**src/rtl/pic_pkg.sv**
```systemverilog
package pic_pkg;

    localparam int LINES     = 8;
    localparam int IDX_W     = $clog2(LINES);
    localparam int BASE_W    = 8 - IDX_W;
    localparam int PRIO_W    = IDX_W + 1;
    localparam int CASC_LINE = 2;
    localparam logic [PRIO_W-1:0] NO_PRIO = PRIO_W'(LINES);

    typedef struct packed {
        logic [LINES-1:0]  irr;
        logic [LINES-1:0]  imr;
        logic [LINES-1:0]  isr;
        logic [LINES-1:0]  trig;
        logic [LINES-1:0]  last;
        logic [IDX_W-1:0]  rbase;
        logic [BASE_W-1:0] vbase;
        logic              aeoi;
        logic              rot_aeoi;
        logic              sfnm;
        logic              poll;
        logic              rsel;
        logic              init4;
        logic [1:0]        init_st;
    } core_st_t;

    typedef struct packed {
        logic              pend;
        logic              ack_valid;
        logic              ack_hit;
        logic [7:0]        vec;
        logic [IDX_W:0]    gsi;
    } arb_st_t;

    // Rank of the first set bit of m, scanning upward from rotation base;
    // LINES when m is empty.
    function automatic logic [PRIO_W-1:0] prio_of(input logic [LINES-1:0] m,
                                                  input logic [IDX_W-1:0] base);
        logic [PRIO_W-1:0] p;
        logic [IDX_W-1:0]  idx;
        p = NO_PRIO;
        for (int i = LINES - 1; i >= 0; i--) begin
            idx = base + IDX_W'(i);
            if (m[idx]) p = PRIO_W'(i);
        end
        return p;
    endfunction

endpackage

```
**src/rtl/pic_core.sv**
```systemverilog
module pic_core
    import pic_pkg::*;
#(
    parameter logic [LINES-1:0] TRIG_MASK = 8'hFF,
    parameter bit               MASTER    = 1'b0
) (
    input  logic              clk,
    input  logic              rst_n,
    input  logic [LINES-1:0]  lines,
    input  logic              casc_set,
    input  logic              wr_en,
    input  logic              wr_a0,
    input  logic [7:0]        wr_data,
    input  logic              trig_wr,
    input  logic              rd_en,
    input  logic              rd_a0,
    input  logic              ack_en,
    input  logic [IDX_W-1:0]  ack_irq,
    input  logic              clr2,
    output logic              req_valid,
    output logic [IDX_W-1:0]  req_irq,
    output logic              poll_take,
    output logic [7:0]        rdata,
    output logic [LINES-1:0]  trig_q,
    output logic [BASE_W-1:0] vbase,
    output logic              init_cmd
);

    core_st_t q, d;

    logic [PRIO_W-1:0] p_req, p_cur, p_isr;
    logic [LINES-1:0]  cur_mask, irr_n, edges;
    logic [IDX_W-1:0]  eoi_irq;

    // Request resolution
    always_comb begin
        cur_mask = q.isr;
        if (MASTER && q.sfnm) cur_mask[CASC_LINE] = 1'b0;
        p_req     = prio_of(q.irr & ~q.imr, q.rbase);
        p_cur     = prio_of(cur_mask, q.rbase);
        req_valid = (p_req != NO_PRIO) && (p_req < p_cur);
        req_irq   = p_req[IDX_W-1:0] + q.rbase;
        poll_take = rd_en && q.poll && req_valid;
        if (q.poll)
            rdata = req_valid ? 8'(req_irq) : 8'h07;
        else if (rd_a0)
            rdata = q.imr;
        else
            rdata = q.rsel ? q.isr : q.irr;
        trig_q   = q.trig;
        vbase    = q.vbase;
        init_cmd = wr_en && !wr_a0 && wr_data[4];
    end

    // Next state
    always_comb begin
        d       = q;
        p_isr   = prio_of(q.isr, q.rbase);
        eoi_irq = p_isr[IDX_W-1:0] + q.rbase;

        irr_n = q.irr;
        if (ack_en) begin
            if (!q.trig[ack_irq]) irr_n[ack_irq] = 1'b0;
            if (q.aeoi) begin
                if (q.rot_aeoi) d.rbase = ack_irq + IDX_W'(1);
            end else begin
                d.isr[ack_irq] = 1'b1;
            end
        end

        edges  = lines & ~q.last & ~q.trig;
        irr_n  = (irr_n & ~q.trig) | (lines & q.trig) | edges;
        if (casc_set) irr_n[CASC_LINE] = 1'b1;
        d.last = lines;

        if (rd_en && q.poll) begin
            d.poll = 1'b0;
            if (req_valid) begin
                irr_n[req_irq] = 1'b0;
                d.isr[req_irq] = 1'b0;
            end
        end

        if (clr2) begin
            irr_n[CASC_LINE] = 1'b0;
            d.isr[CASC_LINE] = 1'b0;
        end
        d.irr = irr_n;

        if (trig_wr) d.trig = wr_data & TRIG_MASK;

        if (wr_en) begin
            if (!wr_a0) begin
                if (wr_data[4]) begin
                    d.irr      = '0;
                    d.isr      = '0;
                    d.imr      = '0;
                    d.last     = '0;
                    d.rbase    = '0;
                    d.aeoi     = 1'b0;
                    d.rot_aeoi = 1'b0;
                    d.sfnm     = 1'b0;
                    d.poll     = 1'b0;
                    d.rsel     = 1'b0;
                    d.init_st  = 2'd1;
                    d.init4    = wr_data[0];
                end else if (wr_data[3]) begin
                    if (wr_data[2]) d.poll = 1'b1;
                    if (wr_data[1]) d.rsel = wr_data[0];
                end else begin
                    unique case (wr_data[7:5])
                        3'd0, 3'd4: d.rot_aeoi = wr_data[7];
                        3'd1, 3'd5: begin
                            if (p_isr != NO_PRIO) begin
                                d.isr[eoi_irq] = 1'b0;
                                if (wr_data[7]) d.rbase = eoi_irq + IDX_W'(1);
                            end
                        end
                        3'd3, 3'd7: begin
                            d.isr[wr_data[IDX_W-1:0]] = 1'b0;
                            if (wr_data[7]) d.rbase = wr_data[IDX_W-1:0] + IDX_W'(1);
                        end
                        3'd6:    d.rbase = wr_data[IDX_W-1:0] + IDX_W'(1);
                        default: ;
                    endcase
                end
            end else begin
                unique case (q.init_st)
                    2'd0: d.imr = wr_data;
                    2'd1: begin
                        d.vbase   = wr_data[7:IDX_W];
                        d.init_st = 2'd2;
                    end
                    2'd2: d.init_st = q.init4 ? 2'd3 : 2'd0;
                    default: begin
                        d.sfnm    = wr_data[4];
                        d.aeoi    = wr_data[1];
                        d.init_st = 2'd0;
                    end
                endcase
            end
        end
    end

    always_ff @(posedge clk) begin
        if (!rst_n) q <= '0;
        else        q <= d;
    end

endmodule

```
**src/rtl/pic_cascade.sv**
```systemverilog
module pic_cascade
    import pic_pkg::*;
#(
    parameter logic [LINES-1:0] PRI_TRIG_MASK = 8'hF8,
    parameter logic [LINES-1:0] SEC_TRIG_MASK = 8'hDE
) (
    input  logic         clk,
    input  logic         rst_n,
    input  logic [15:0]  irq_in,
    input  logic         acc_valid,
    input  logic         acc_write,
    input  logic         acc_trig,
    input  logic [1:0]   acc_size,
    input  logic [7:0]   acc_addr,
    input  logic [7:0]   acc_wdata,
    output logic [7:0]   acc_rdata,
    input  logic         ack_req,
    output logic         pend_o,
    output logic         ack_valid,
    output logic         ack_hit,
    output logic [7:0]   ack_vec,
    output logic [3:0]   ack_gsi
);

    arb_st_t q, d;

    logic              acc_ok, ctl_ok, do_ack;
    logic              m_wr, s_wr, m_rd, s_rd, m_trig_wr, s_trig_wr;
    logic              m_valid, s_valid, m_ack, s_ack, casc_set;
    logic [IDX_W-1:0]  m_irq, s_irq;
    logic [7:0]        m_rdata, s_rdata;
    logic [LINES-1:0]  m_trig, s_trig, m_lines;
    logic [BASE_W-1:0] m_vbase, s_vbase;
    logic              m_init, s_init, s_poll_take;
    logic              m_poll_unused, addr_unused;

    assign addr_unused = ^{acc_addr[6:1], irq_in[CASC_LINE]};

    // Access routing
    always_comb begin
        acc_ok    = acc_valid && (acc_size == 2'd0);
        ctl_ok    = acc_ok && !acc_trig;
        m_wr      = ctl_ok && acc_write && !acc_addr[7];
        s_wr      = ctl_ok && acc_write &&  acc_addr[7];
        m_rd      = ctl_ok && !acc_write && !acc_addr[7];
        s_rd      = ctl_ok && !acc_write &&  acc_addr[7];
        m_trig_wr = acc_ok && acc_trig && acc_write && !acc_addr[0];
        s_trig_wr = acc_ok && acc_trig && acc_write &&  acc_addr[0];
        if (!acc_ok)
            acc_rdata = 8'h00;
        else if (acc_trig)
            acc_rdata = acc_addr[0] ? s_trig : m_trig;
        else
            acc_rdata = acc_addr[7] ? s_rdata : m_rdata;
        m_lines            = irq_in[LINES-1:0];
        m_lines[CASC_LINE] = 1'b0;
    end

    // Acknowledge chain
    always_comb begin
        do_ack   = ack_req && q.pend;
        m_ack    = do_ack && m_valid;
        s_ack    = m_ack && (m_irq == IDX_W'(CASC_LINE)) && s_valid;
        casc_set = s_valid && !(m_ack && (m_irq == IDX_W'(CASC_LINE)));

        d           = q;
        d.ack_valid = ack_req;
        d.ack_hit   = do_ack;
        d.vec       = '0;
        d.gsi       = '0;
        if (do_ack) begin
            if (!m_valid) begin
                d.vec = {m_vbase, {IDX_W{1'b1}}};
                d.gsi = {1'b0, {IDX_W{1'b1}}};
            end else if (m_irq == IDX_W'(CASC_LINE)) begin
                if (s_valid) begin
                    d.vec = {s_vbase, s_irq};
                    d.gsi = {1'b1, s_irq};
                end else begin
                    d.vec = {s_vbase, {IDX_W{1'b1}}};
                    d.gsi = {1'b1, {IDX_W{1'b1}}};
                end
            end else begin
                d.vec = {m_vbase, m_irq};
                d.gsi = {1'b0, m_irq};
            end
        end

        if (do_ack || m_init || s_init) d.pend = 1'b0;
        else if (m_valid)               d.pend = 1'b1;
    end

    always_ff @(posedge clk) begin
        if (!rst_n) q <= '0;
        else        q <= d;
    end

    assign pend_o    = q.pend;
    assign ack_valid = q.ack_valid;
    assign ack_hit   = q.ack_hit;
    assign ack_vec   = q.vec;
    assign ack_gsi   = q.gsi;

    pic_core #(.TRIG_MASK(PRI_TRIG_MASK), .MASTER(1'b1)) u_mst (
        .clk(clk), .rst_n(rst_n), .lines(m_lines), .casc_set(casc_set),
        .wr_en(m_wr), .wr_a0(acc_addr[0]), .wr_data(acc_wdata),
        .trig_wr(m_trig_wr), .rd_en(m_rd), .rd_a0(acc_addr[0]),
        .ack_en(m_ack), .ack_irq(m_irq), .clr2(s_poll_take),
        .req_valid(m_valid), .req_irq(m_irq), .poll_take(m_poll_unused),
        .rdata(m_rdata), .trig_q(m_trig), .vbase(m_vbase), .init_cmd(m_init)
    );

    pic_core #(.TRIG_MASK(SEC_TRIG_MASK), .MASTER(1'b0)) u_slv (
        .clk(clk), .rst_n(rst_n), .lines(irq_in[15:8]), .casc_set(1'b0),
        .wr_en(s_wr), .wr_a0(acc_addr[0]), .wr_data(acc_wdata),
        .trig_wr(s_trig_wr), .rd_en(s_rd), .rd_a0(acc_addr[0]),
        .ack_en(s_ack), .ack_irq(s_irq), .clr2(1'b0),
        .req_valid(s_valid), .req_irq(s_irq), .poll_take(s_poll_take),
        .rdata(s_rdata), .trig_q(s_trig), .vbase(s_vbase), .init_cmd(s_init)
    );

endmodule

```
**config.mk**
```make
export PLATFORM = sky130hd
export DESIGN_NAME = pic_cascade
export DESIGN_NICKNAME = d
export VERILOG_FILES = /design/src/rtl/pic_pkg.sv /design/src/rtl/pic_core.sv /design/src/rtl/pic_cascade.sv
export SDC_FILE = /design/constraint.sdc
export NUM_CORES = 1
export LEC_CHECK = 0
export BUFFER_PORTS_ARGS = -buffer_cell sky130_fd_sc_hd__buf_2
export CAP_MARGIN = 20
export CORE_MARGIN = 2
export CORE_UTILIZATION = 35
export DETAILED_ROUTE_END_ITERATION = 8
export HOLD_SLACK_MARGIN = 0.12
export PLACE_DENSITY = 0.56
export RECOVER_POWER = 100
export SYNTH_ARGS = -nofsm -noshare
export SYNTH_HDL_FRONTEND = slang
export SYNTH_SLANG_ARGS = --single-unit
```
**constraint.sdc**
```tcl
create_clock -name clk -period 10.95 [get_ports clk]
set_input_delay 1.6425 -clock clk [delete_from_list [all_inputs] [get_ports clk]]
set_output_delay 1.6425 -clock clk [all_outputs]
set_load 0.01 [all_outputs]
```
==> results of run 1 <==
==> metal layers <==
layer | global-route usage, % | share of wire, % | vias to the layer above
met1 | 29.5 | 47 | 4178
met2 | 33.0 | 46 | 272
met5 | 0 | 0 | -
met4 | 5.29 | 1.5 | 0
met3 | 2.93 | 5.8 | 32
li1 | - | - | 4212
==> state kept, by name, indices dropped and copies added (netlist names) <==
register,flops
u_slv.vbase,5
ack_vec,8
u_slv.q,34
u_mst.trig_q,5
u_slv.cur_mask,8
ack_gsi,1
u_mst.vbase,5
u_slv.trig_q,6
pend_o,1
u_mst.cur_mask,7
ack_hit,1
ack_valid,1
u_mst.q,35
==> placed cells by master (no fill, tap or decap), types with 5 or more instances in the layout <==
cell                        synthesis  layout
sky130_fd_sc_hd__nand2_1          129     129
sky130_fd_sc_hd__dfxtp_1          117     117
sky130_fd_sc_hd__nor2_1            91      93
sky130_fd_sc_hd__a21oi_1           87      87
sky130_fd_sc_hd__mux2i_1           78      78
sky130_fd_sc_hd__o21ai_0           65      67
sky130_fd_sc_hd__nor2b_1           51      51
sky130_fd_sc_hd__inv_1             47      47
sky130_fd_sc_hd__nand3_1           39      39
sky130_fd_sc_hd__mux4_2            38      38
sky130_fd_sc_hd__nand2b_1          33      33
sky130_fd_sc_hd__nor3_1            32      32
sky130_fd_sc_hd__buf_2              6      32
sky130_fd_sc_hd__ha_1              28      28
sky130_fd_sc_hd__clkbuf_1          58      27
sky130_fd_sc_hd__a21boi_0          23      24
sky130_fd_sc_hd__and3_1            23      23
sky130_fd_sc_hd__a31oi_1           18      18
sky130_fd_sc_hd__clkbuf_16          0      17
sky130_fd_sc_hd__xor2_1            12      12
sky130_fd_sc_hd__nand4_1           12      12
sky130_fd_sc_hd__nor4_1            10      11
sky130_fd_sc_hd__a211oi_1          11      11
sky130_fd_sc_hd__o22ai_1           10      10
sky130_fd_sc_hd__and2_1            13       9
sky130_fd_sc_hd__xnor2_1            8       8
sky130_fd_sc_hd__and2_0             2       6
sky130_fd_sc_hd__mux2_2             5       5
sky130_fd_sc_hd__or3_1              4       5
sky130_fd_sc_hd__nor4bb_1           5       5
sky130_fd_sc_hd__o31ai_1            5       5
sky130_fd_sc_hd__or2_2              5       5
sky130_fd_sc_hd__o211ai_1           5       5
==> cells by family after synthesis <==
logic type      Yosys count  share of synthesized area, %
simple gates            470                          25.7
compound gates          271                          18.0
fa+ha+maj                32                          4.62
mux                     124                          18.6
flops                   117                          25.1
xor+xnor                 21                          2.18
buf+inv                 127                          5.79
==> cells in the mapped netlist (6+ instances only) <==
cell type,number,area [sq um]
sky130_fd_sc_hd__xnor2_1,8,70.1
sky130_fd_sc_hd__a21boi_0,23,173
sky130_fd_sc_hd__buf_2,6,30.0
sky130_fd_sc_hd__and3_1,23,144
sky130_fd_sc_hd__and2_1,13,81.3
sky130_fd_sc_hd__a211oi_1,11,82.6
sky130_fd_sc_hd__a21oi_1,87,435
sky130_fd_sc_hd__nand3_1,39,195
sky130_fd_sc_hd__nand4_1,12,75.1
sky130_fd_sc_hd__inv_1,47,176
sky130_fd_sc_hd__nor4_1,10,62.6
sky130_fd_sc_hd__clkbuf_1,58,218
sky130_fd_sc_hd__nand2_1,129,484
sky130_fd_sc_hd__nor2_1,91,342
sky130_fd_sc_hd__mux4_2,38,856
sky130_fd_sc_hd__xor2_1,12,105
sky130_fd_sc_hd__dfxtp_1,117,2340
sky130_fd_sc_hd__nor3_1,32,160
sky130_fd_sc_hd__nand2b_1,33,206
sky130_fd_sc_hd__o22ai_1,10,62.6
sky130_fd_sc_hd__nor2b_1,51,319
sky130_fd_sc_hd__ha_1,28,350
sky130_fd_sc_hd__o21ai_0,65,325
sky130_fd_sc_hd__mux2i_1,78,781
sky130_fd_sc_hd__a31oi_1,18,113
==> layout make-up <==
cell class	instances	area (sq um)	share of cell area [%]
Tap cell	335	419	4.09
Sequential cell	117	2340	22.9
Clock buffer	19	433	4.23
Inverter	51	194	1.89
Multi-Input combinational cell	918	6400	62.5
Timing Repair Buffer	61	284	2.77
Clock inverter	13	159	1.55
Antenna cell	2	5.00	0.0489
==> power breakdown <==
| group | total (mW) | switching, mW | internal [mW] | leakage, nW |
|---|---|---|---|---|
| logic | 0.298 | 0.192 | 0.106 | 2.65 |
| clock network | 0.567 | 0.211 | 0.356 | 0.283 |
| registers | 0.455 | 0.0146 | 0.440 | 0.952 |
| total | 1.32 | 0.417 | 0.902 | 3.89 |
==> worst paths after layout <==
kind / slack [ns] / from / cells past startpoint / end
min reg2reg: 0.49 / u_mst.q[2]$_SDFFE_PN0P_ / 2 / u_mst.q[2]$_SDFFE_PN0P_
min: 0.49 / u_mst.q[2]$_SDFFE_PN0P_ / 2 / u_mst.q[2]$_SDFFE_PN0P_
max: 2.75 / u_mst.q[13]$_SDFF_PN0_ / 17 / acc_rdata[1]
max reg2reg: 3.96 / u_mst.q[13]$_SDFF_PN0_ / 18 / u_slv.q[54]$_SDFF_PN0_
==> worst reg2reg max path, stage by stage, from the launching register on <==
cell and delay [ns]:
sky130_fd_sc_hd__dfxtp_1 0.33, sky130_fd_sc_hd__buf_4 0.34, sky130_fd_sc_hd__inv_4 0.17, sky130_fd_sc_hd__ha_1 0.60, sky130_fd_sc_hd__mux4_2 0.44, sky130_fd_sc_hd__nand2_1 0.11
sky130_fd_sc_hd__a21boi_0 0.39, sky130_fd_sc_hd__nand2_1 0.11, sky130_fd_sc_hd__or4_1 0.42, sky130_fd_sc_hd__ha_1 0.32, sky130_fd_sc_hd__o211ai_1 0.16, sky130_fd_sc_hd__nor3_1 0.09
sky130_fd_sc_hd__a31o_2 0.25, sky130_fd_sc_hd__nor4_1 1.49, sky130_fd_sc_hd__nand2_4 0.20, sky130_fd_sc_hd__or3_1 0.55, sky130_fd_sc_hd__nor2_1 0.50, sky130_fd_sc_hd__a21boi_0 0.18
sky130_fd_sc_hd__o211a_1 0.23
==> per-stage QoR <==
| stage | cell area (sq um) | hold WS, ns | total power [mW] | setup slack [ns] |
|---|---|---|---|---|
| after floorplan | 9320 | 0.457 | 0.677 | 4.88 |
| after global placement | 9710 | 0.475 | 0.760 | 4.17 |
| after detailed placement | 9710 | 0.482 | 0.763 | 4.13 |
| after CTS | 10300 | 0.490 | 1.33 | 3.68 |
| after global routing | 10200 | 0.526 | 1.37 | 2.26 |
| final | 10200 | 0.493 | 1.32 | 2.75 |
==> impl_table.tex, run 1 <==
\begin{tabular}{lr}
\hline
Metric & Value \\
\hline
\multicolumn{2}{l}{\textbf{Detailed routing}} \\
\quad Number of routed nets with antenna violations & 0 \\
\quad DR iter-0 viols & 847 \\
\quad Total via count in the routed design & 8694 \\
\quad Vias/cell & 5.73 \\
\quad DRT Wirelength & 29200 microns \\
\quad Per-cell routed wire length & 19.3 microns \\
\quad First-pass detailed-route iteration total & 8 \\
\quad Drt drc & 4 \\
\multicolumn{2}{l}{\textbf{Pwr}} \\
\quad Worst-case vdd ir drop & 0.0920 mV \\
\quad Leakage power total & 3.89 nW \\
\quad Total power density per cell area & 129 nW/um\^{}2 \\
\multicolumn{2}{l}{\textbf{Die}} \\
\quad Starting density of the core & 35.7\% \\
\quad Std cell rows & 59 \\
\quad I/O pin total & 63 \\
\quad Die span in x & 167 microns \\
\quad Die Outline Area & 27900 sq um \\
\quad Die Y & 167 microns \\
\quad Area of the core region & 26100 sq um \\
\multicolumn{2}{l}{\textbf{Clocking}} \\
\quad Post-cts sizing count & 0 \\
\quad Total CTS buffers & 17 \\
\quad H-tree Lvls & 4 \\
\quad Count of hold-fix buffers inserted at cts & 0 \\
\quad Clock-pin slew of the registers on the worst-case setup and hold paths & 0.06 ns \\
\quad TritonCTS sink count & 117 \\
\quad Number of buffers added for setup after CTS & 0 \\
\quad Buffer depth of the longest clock path & 2 \\
\quad Clock tree root buffer cell & sky130\_fd\_sc\_hd\_\_clkbuf\_16 \\
\quad CTS tree & yes \\
\quad Clock Latency Late Sink & 0.43 ns \\
\multicolumn{2}{l}{\textbf{Critical path}} \\
\quad Maximum fanout along the worst path & 25 \\
\quad Startpoint types & flop \\
\quad Worst stage delay on the critical path & 1.49 ns \\
\quad CP bufs+invs & 3 \\
\quad Type of the setup path with the least slack & flop to output port \\
\quad CP delay by family, top & simple AND/OR/NAND/NOR gates \\
\quad Worst Setup End Kind & output port \\
\quad Ordered cell list for the critical path & buf\_4, inv\_4, ha\_1, mux4\_2, nand2\_1, a21boi\_0, nand2\_1, or4\_1, ha\_1, o211ai\_1, nor3\_1, a31o\_2, nor4\_1, a31oi\_1, a31oi\_1, o21ai\_0, clkbuf\_1 \\
\quad Master of the slowest instance on the critical path & sky130\_fd\_sc\_hd\_\_nor4\_1 \\
\quad Critical path data required time & 9.31 ns \\
\quad Crit path DAT & 6.56 ns \\
\multicolumn{2}{l}{\textbf{Synthesis}} \\
\quad Dominant register cell in the synthesized netlist & sky130\_fd\_sc\_hd\_\_dfxtp\_1 \\
\quad Sequential area share after synthesis & 25.1\% \\
\quad Average size of a mapped cell & 8.02 sq um \\
\quad Number of synthesized flops with an enable pin & 0 \\
\quad Cell Area, Synth & 9320 sq um \\
\quad Synth Net Count & 1234 \\
\quad Post-synthesis register bit count & 117 \\
\quad Cells after Synth & 1162 \\
\quad Proportion of synthesized flip-flops having asynchronous set or reset & 0\% \\
\quad Number of warnings issued by yosys & 0 \\
\quad Count of cell types in the netlist & 79 \\
\multicolumn{2}{l}{\textbf{Placement}} \\
\quad Post-placement cell count & 1482 \\
\quad Hpwl dp & 22000 microns \\
\quad Buffers added on ports & 55 \\
\quad Last weighted congestion value of the routability-driven placer & 0.888 \\
\multicolumn{2}{l}{\textbf{Timing}} \\
\quad Max-slew violation count & 143 \\
\quad Fmax & 122 MHz \\
\quad Final worst path period need & 8.20 ns \\
\quad RSZ-0062 raised after global routing & no \\
\quad Setup violations, final & 0 \\
\quad Tightest Pin Transition & 3.19 ns \\
\quad TNS Setup & 0 ns \\
\quad Clock skew & 0.00817 ns \\
\quad Relative max-transition margin & -112\% \\
\quad Hold Fails Final Rpt & 0 \\
\quad Fin crit share & 74.9\% \\
\multicolumn{2}{l}{\textbf{Global routing}} \\
\quad Global routing usage summed across all routing layers & 20.7\% \\
\quad Wire length of the first global-routing pass & 45900 microns \\
\quad Remaining global-route overflow & 0 \\
\quad Vias in the first global route & 8004 \\
\quad Initial antenna violation count & 0 \\
\quad Pin count of the biggest net entering global routing & 77 \\
\multicolumn{2}{l}{\textbf{Worst hold path}} \\
\quad Class of the tightest hold or removal check & flop to flop \\
\multicolumn{2}{l}{\textbf{Final layout}} \\
\quad Final Instance Count excl. Fillers & 1516 \\
\quad Count of fill cells added during filler insertion & 2760 \\
\quad Layout area overhead & 9.88\% \\
\quad Layout Nets & 1238 \\
\quad Final Core Density & 39.2\% \\
\quad Layout cell share with drive strength beyond 1 & 10.9\% \\
\multicolumn{2}{l}{\textbf{Run status}} \\
\quad Failing checks & DRC, capacitance limit, slew limit \\
\quad Outcome & finished with violations \\
\multicolumn{2}{l}{\textbf{Flow run}} \\
\quad Reported max-cap violation count & 3 \\
\hline
\end{tabular}
No activity file was read; power rests on OpenSTA's default activity.
==> run 2, diff against run 1 <==
--- a/config.mk
+++ b/config.mk
@@ -11,7 +11,7 @@
 export CORE_UTILIZATION = 35
 export DETAILED_ROUTE_END_ITERATION = 8
 export HOLD_SLACK_MARGIN = 0.12
-export PLACE_DENSITY = 0.56
+export PLACE_DENSITY = 0.58
 export RECOVER_POWER = 100
 export SYNTH_ARGS = -nofsm -noshare
 export SYNTH_HDL_FRONTEND = slang
==> constraint.sdc (replaced) <==
create_clock -name clk -period 6.8 [get_ports clk]
set_input_delay 1.02 -clock clk [delete_from_list [all_inputs] [get_ports clk]]
set_output_delay 1.02 -clock clk [all_outputs]
set_load 0.01 [all_outputs]
==> run 2 against run 1 <==
Compared with the run above: the run still ends with DRC, capacitance limit, slew limit left; cell count increased by 0.13%; flip-flop and latch count unchanged; clock power rose by 60%; setup slack got worse by 2.4 ns; clock skew is essentially flat; critical endpoint is now acc_rdata[0].
==> impl_table.tex, run 2 (synthesis gave the netlist of run 1 again) <==
\begin{tabular}{lr}
\hline
Metric & Value \\
\hline
\multicolumn{2}{l}{\textbf{Run status}} \\
\quad Outcome & finished with violations \\
\quad Failing checks & DRC, capacitance limit, slew limit \\
\multicolumn{2}{l}{\textbf{Worst hold path}} \\
\quad Class of the tightest hold or removal check & flop to flop \\
\multicolumn{2}{l}{\textbf{Critical path}} \\
\quad Critical path data required time & 5.78 ns (-3.53 ns) \\
\quad Worst Setup End Kind & output port \\
\quad Crit path DAT & 5.43 ns (-1.13 ns) \\
\quad Startpoint types & flop \\
\quad Maximum fanout along the worst path & 12 (-52\%) \\
\quad Type of the setup path with the least slack & flop to output port \\
\multicolumn{2}{l}{\textbf{Detailed routing}} \\
\quad First-pass detailed-route iteration total & 9 (+1) \\
\quad DR iter-0 viols & 838 (-1.1\%) \\
\quad Drt drc & 2 (-2) \\
\quad Total via count in the routed design & 8808 (+1.3\%) \\
\quad DRT Wirelength & 29200 microns (-0.15\%) \\
\quad Per-cell routed wire length & 19.2 microns (-0.28\%) \\
\quad Number of routed nets with antenna violations & 0 (unchanged) \\
\quad Vias/cell & 5.80 (+1.2\%) \\
\multicolumn{2}{l}{\textbf{Global routing}} \\
\quad Remaining global-route overflow & 0 (unchanged) \\
\quad Initial antenna violation count & 0 (unchanged) \\
\quad Wire length of the first global-routing pass & 46300 microns (+1.0\%) \\
\quad Global routing usage summed across all routing layers & 20.9\% (+0.18 points) \\
\quad Vias in the first global route & 8237 (+2.9\%) \\
\quad Pin count of the biggest net entering global routing & 54 (-30\%) \\
\multicolumn{2}{l}{\textbf{Placement}} \\
\quad Hpwl dp & 22000 microns (-0.27\%) \\
\quad Buffers added on ports & 55 (unchanged) \\
\quad Last weighted congestion value of the routability-driven placer & 0.915 (+3.1\%) \\
\quad Setup slack after placement & 0.647 ns (-3.49 ns) \\
\quad Post-Place Cell Area & 9720 sq um (about the same) \\
\multicolumn{2}{l}{\textbf{Timing}} \\
\quad Hold Fails Final Rpt & 0 (unchanged) \\
\quad Fmax & 155 MHz \\
\quad Max-slew violation count & 54 (-62\%) \\
\quad Fin crit share & 94.9\% \\
\quad Final worst path period need & 6.45 ns \\
\quad RSZ-0062 raised after global routing & no \\
\quad Clock skew & 0.00848 ns (+0.000307 ns) \\
\quad TNS Setup & 0 ns (unchanged) \\
\quad Tightest Pin Transition & 2.21 ns (-0.972 ns) \\
\quad Final worst hold slack & 0.494 ns (+0.000429 ns) \\
\quad Relative max-transition margin & -47.6\% (+65 points) \\
\quad Post-layout worst setup margin & 0.349 ns (-2.40 ns) \\
\quad Setup violations, final & 0 (unchanged) \\
\multicolumn{2}{l}{\textbf{Final layout}} \\
\quad Area used by multi-input combinational logic & 6410 sq um (+0.16\%) \\
\quad Final design instance area without fill & 10300 sq um (+0.34\%) \\
\quad Commonest cells after routing, fill and taps aside & 129 x sky130\_fd\_sc\_hd\_\_nand2\_1, 117 x sky130\_fd\_sc\_hd\_\_dfxtp\_1, 93 x sky130\_fd\_sc\_hd\_\_nor2\_1, 87 x sky130\_fd\_sc\_hd\_\_a21oi\_1, 78 x sky130\_fd\_sc\_hd\_\_mux2i\_1 \\
\quad Flip-flop count of the largest register after layout & 35 (unchanged) \\
\quad Layout Nets & 1242 (+0.32\%) \\
\quad Count of fill cells added during filler insertion & 2767 (+0.25\%) \\
\quad Layout cell share with drive strength beyond 1 & 11.1\% (+0.13 points) \\
\quad Largest registers in the final layout & u\_mst.q x35, u\_slv.q x34 \\
\quad FF+latch area & 2340 sq um (unchanged) \\
\quad Layout area overhead & 10.3\% \\
\quad ANT cells & 0 (-2) \\
\quad Most common cell after layout, fill and taps aside & sky130\_fd\_sc\_hd\_\_nand2\_1 \\
\quad Register bank with the most flops & u\_mst.q \\
\multicolumn{2}{l}{\textbf{Clocking}} \\
\quad Clock-pin slew of the registers on the worst-case setup and hold paths & 0.05 ns (about the same) \\
\quad Count of hold-fix buffers inserted at cts & 0 (unchanged) \\
\quad TritonCTS sink count & 117 (unchanged) \\
\quad Clock tree root buffer cell & sky130\_fd\_sc\_hd\_\_clkbuf\_16 \\
\quad Clock Latency Late Sink & 0.42 ns (about the same) \\
\quad Total CTS buffers & 17 (unchanged) \\
\quad CTS tree & yes \\
\quad H-tree Lvls & 4 (unchanged) \\
\quad Buffer depth of the longest clock path & 2 (unchanged) \\
\multicolumn{2}{l}{\textbf{Pwr}} \\
\quad Total power density per cell area & 208 nW/um\^{}2 (+62\%) \\
\quad Worst-case vdd ir drop & 0.175 mV (+90\%) \\
\quad Leakage power total & 3.90 nW (+0.48\%) \\
\multicolumn{2}{l}{\textbf{Die}} \\
\quad Die Y & 167 microns (unchanged) \\
\quad I/O pin total & 63 (unchanged) \\
\quad Area of the core region & 26100 sq um (unchanged) \\
\quad Die Outline Area & 27900 sq um (unchanged) \\
\quad Starting density of the core & 35.7\% (unchanged) \\
\quad Std cell rows & 59 (unchanged) \\
\quad Die span in x & 167 microns (unchanged) \\
\multicolumn{2}{l}{\textbf{Flow run}} \\
\quad Reported max-cap violation count & 1 (-2) \\
\hline
\end{tabular}
-- run 2: cell count changes in the layout (fill, tap and decap cells not counted), sizes merged --
cell | previous run | this run
bufinv | 3 | 2
diode | 2 | 0
buf | 36 | 37
inv | 49 | 50
clkbuf | 44 | 50
clkinv | 9 | 6
-- run 2: final timing paths --
kind | startpoint | endpoint | slack (ns) | cells after the start
max reg2reg | u_mst.q[14]$_SDFF_PN0_ | u_slv.cur_mask[2]$_SDFF_PN0_ | 0.94 | 18
max | u_mst.q[14]$_SDFF_PN0_ | acc_rdata[0] | 0.35 | 18
min | u_slv.q[47]$_SDFFE_PN0P_ | u_slv.q[47]$_SDFFE_PN0P_ | 0.49 | 2
min reg2reg | u_slv.q[47]$_SDFFE_PN0P_ | u_slv.q[47]$_SDFFE_PN0P_ | 0.49 | 2
-- run 2: per-stage QoR --
step / utilization, % / instances / power (mW)
after floorplan: - / 1162 / 1.09
after global placement: 37.2 / 1483 / 1.22
after detailed placement: 37.2 / 1483 / 1.23
after CTS: 39.5 / 1515 / 2.14
after global routing: 39.3 / 1518 / 2.23
final: 39.3 / 1518 / 2.14
-- run 2: final cells by class --
| cell class | count | area share, % |
|---|---|---|
| Clock buffer | 22 | 4.62 |
| Clock inverter | 10 | 1.19 |
| Inverter | 51 | 1.89 |
| Multi-Input combinational cell | 918 | 62.4 |
| Sequential cell | 117 | 22.8 |
| Tap cell | 335 | 4.08 |
| Timing Repair Buffer | 65 | 3.01 |
-- run 2: power breakdown --
| group | internal, mW | switching [mW] | total, mW |
|---|---|---|---|
| clock network | 0.570 | 0.336 | 0.906 |
| registers | 0.709 | 0.0235 | 0.732 |
| logic | 0.185 | 0.316 | 0.502 |
| total | 1.46 | 0.676 | 2.14 |
-- run 2: layer usage --
layer	share of wire [%]	track usage (%)	vias up
li1	-	-	4222
met1	47	29.5	4247
met2	45	32.3	293
met3	5.8	3.69	46
met4	2.4	6.81	0
met5	0	0	-
-- run 2: what timing repair did --
| action | 4_1_cts | 5_1_grt |
|---|---|---|
| resized for setup | 0 | 0 |
| buffers inserted | 0 | 3 |
| setup endpoints to repair | 0 | 3 |
-- run 2: worst max-delay path, cell delays in order (launching register included) --
cell and delay [ns]:
sky130_fd_sc_hd__dfxtp_1 0.57, sky130_fd_sc_hd__inv_1 0.23, sky130_fd_sc_hd__ha_1 0.63, sky130_fd_sc_hd__mux4_2 0.43, sky130_fd_sc_hd__nand2_1 0.11, sky130_fd_sc_hd__a21boi_0 0.40, sky130_fd_sc_hd__nand2_1 0.12, sky130_fd_sc_hd__or4_1 0.42
sky130_fd_sc_hd__ha_1 0.32, sky130_fd_sc_hd__o211a_1 0.19, sky130_fd_sc_hd__nor4bb_1 0.25, sky130_fd_sc_hd__a31o_2 0.18, sky130_fd_sc_hd__nor4_4 0.05, sky130_fd_sc_hd__buf_4 0.18, sky130_fd_sc_hd__and2_1 0.20, sky130_fd_sc_hd__a21oi_1 0.15
sky130_fd_sc_hd__nor2_1 0.07, sky130_fd_sc_hd__nor3_1 0.30, sky130_fd_sc_hd__buf_2 0.20
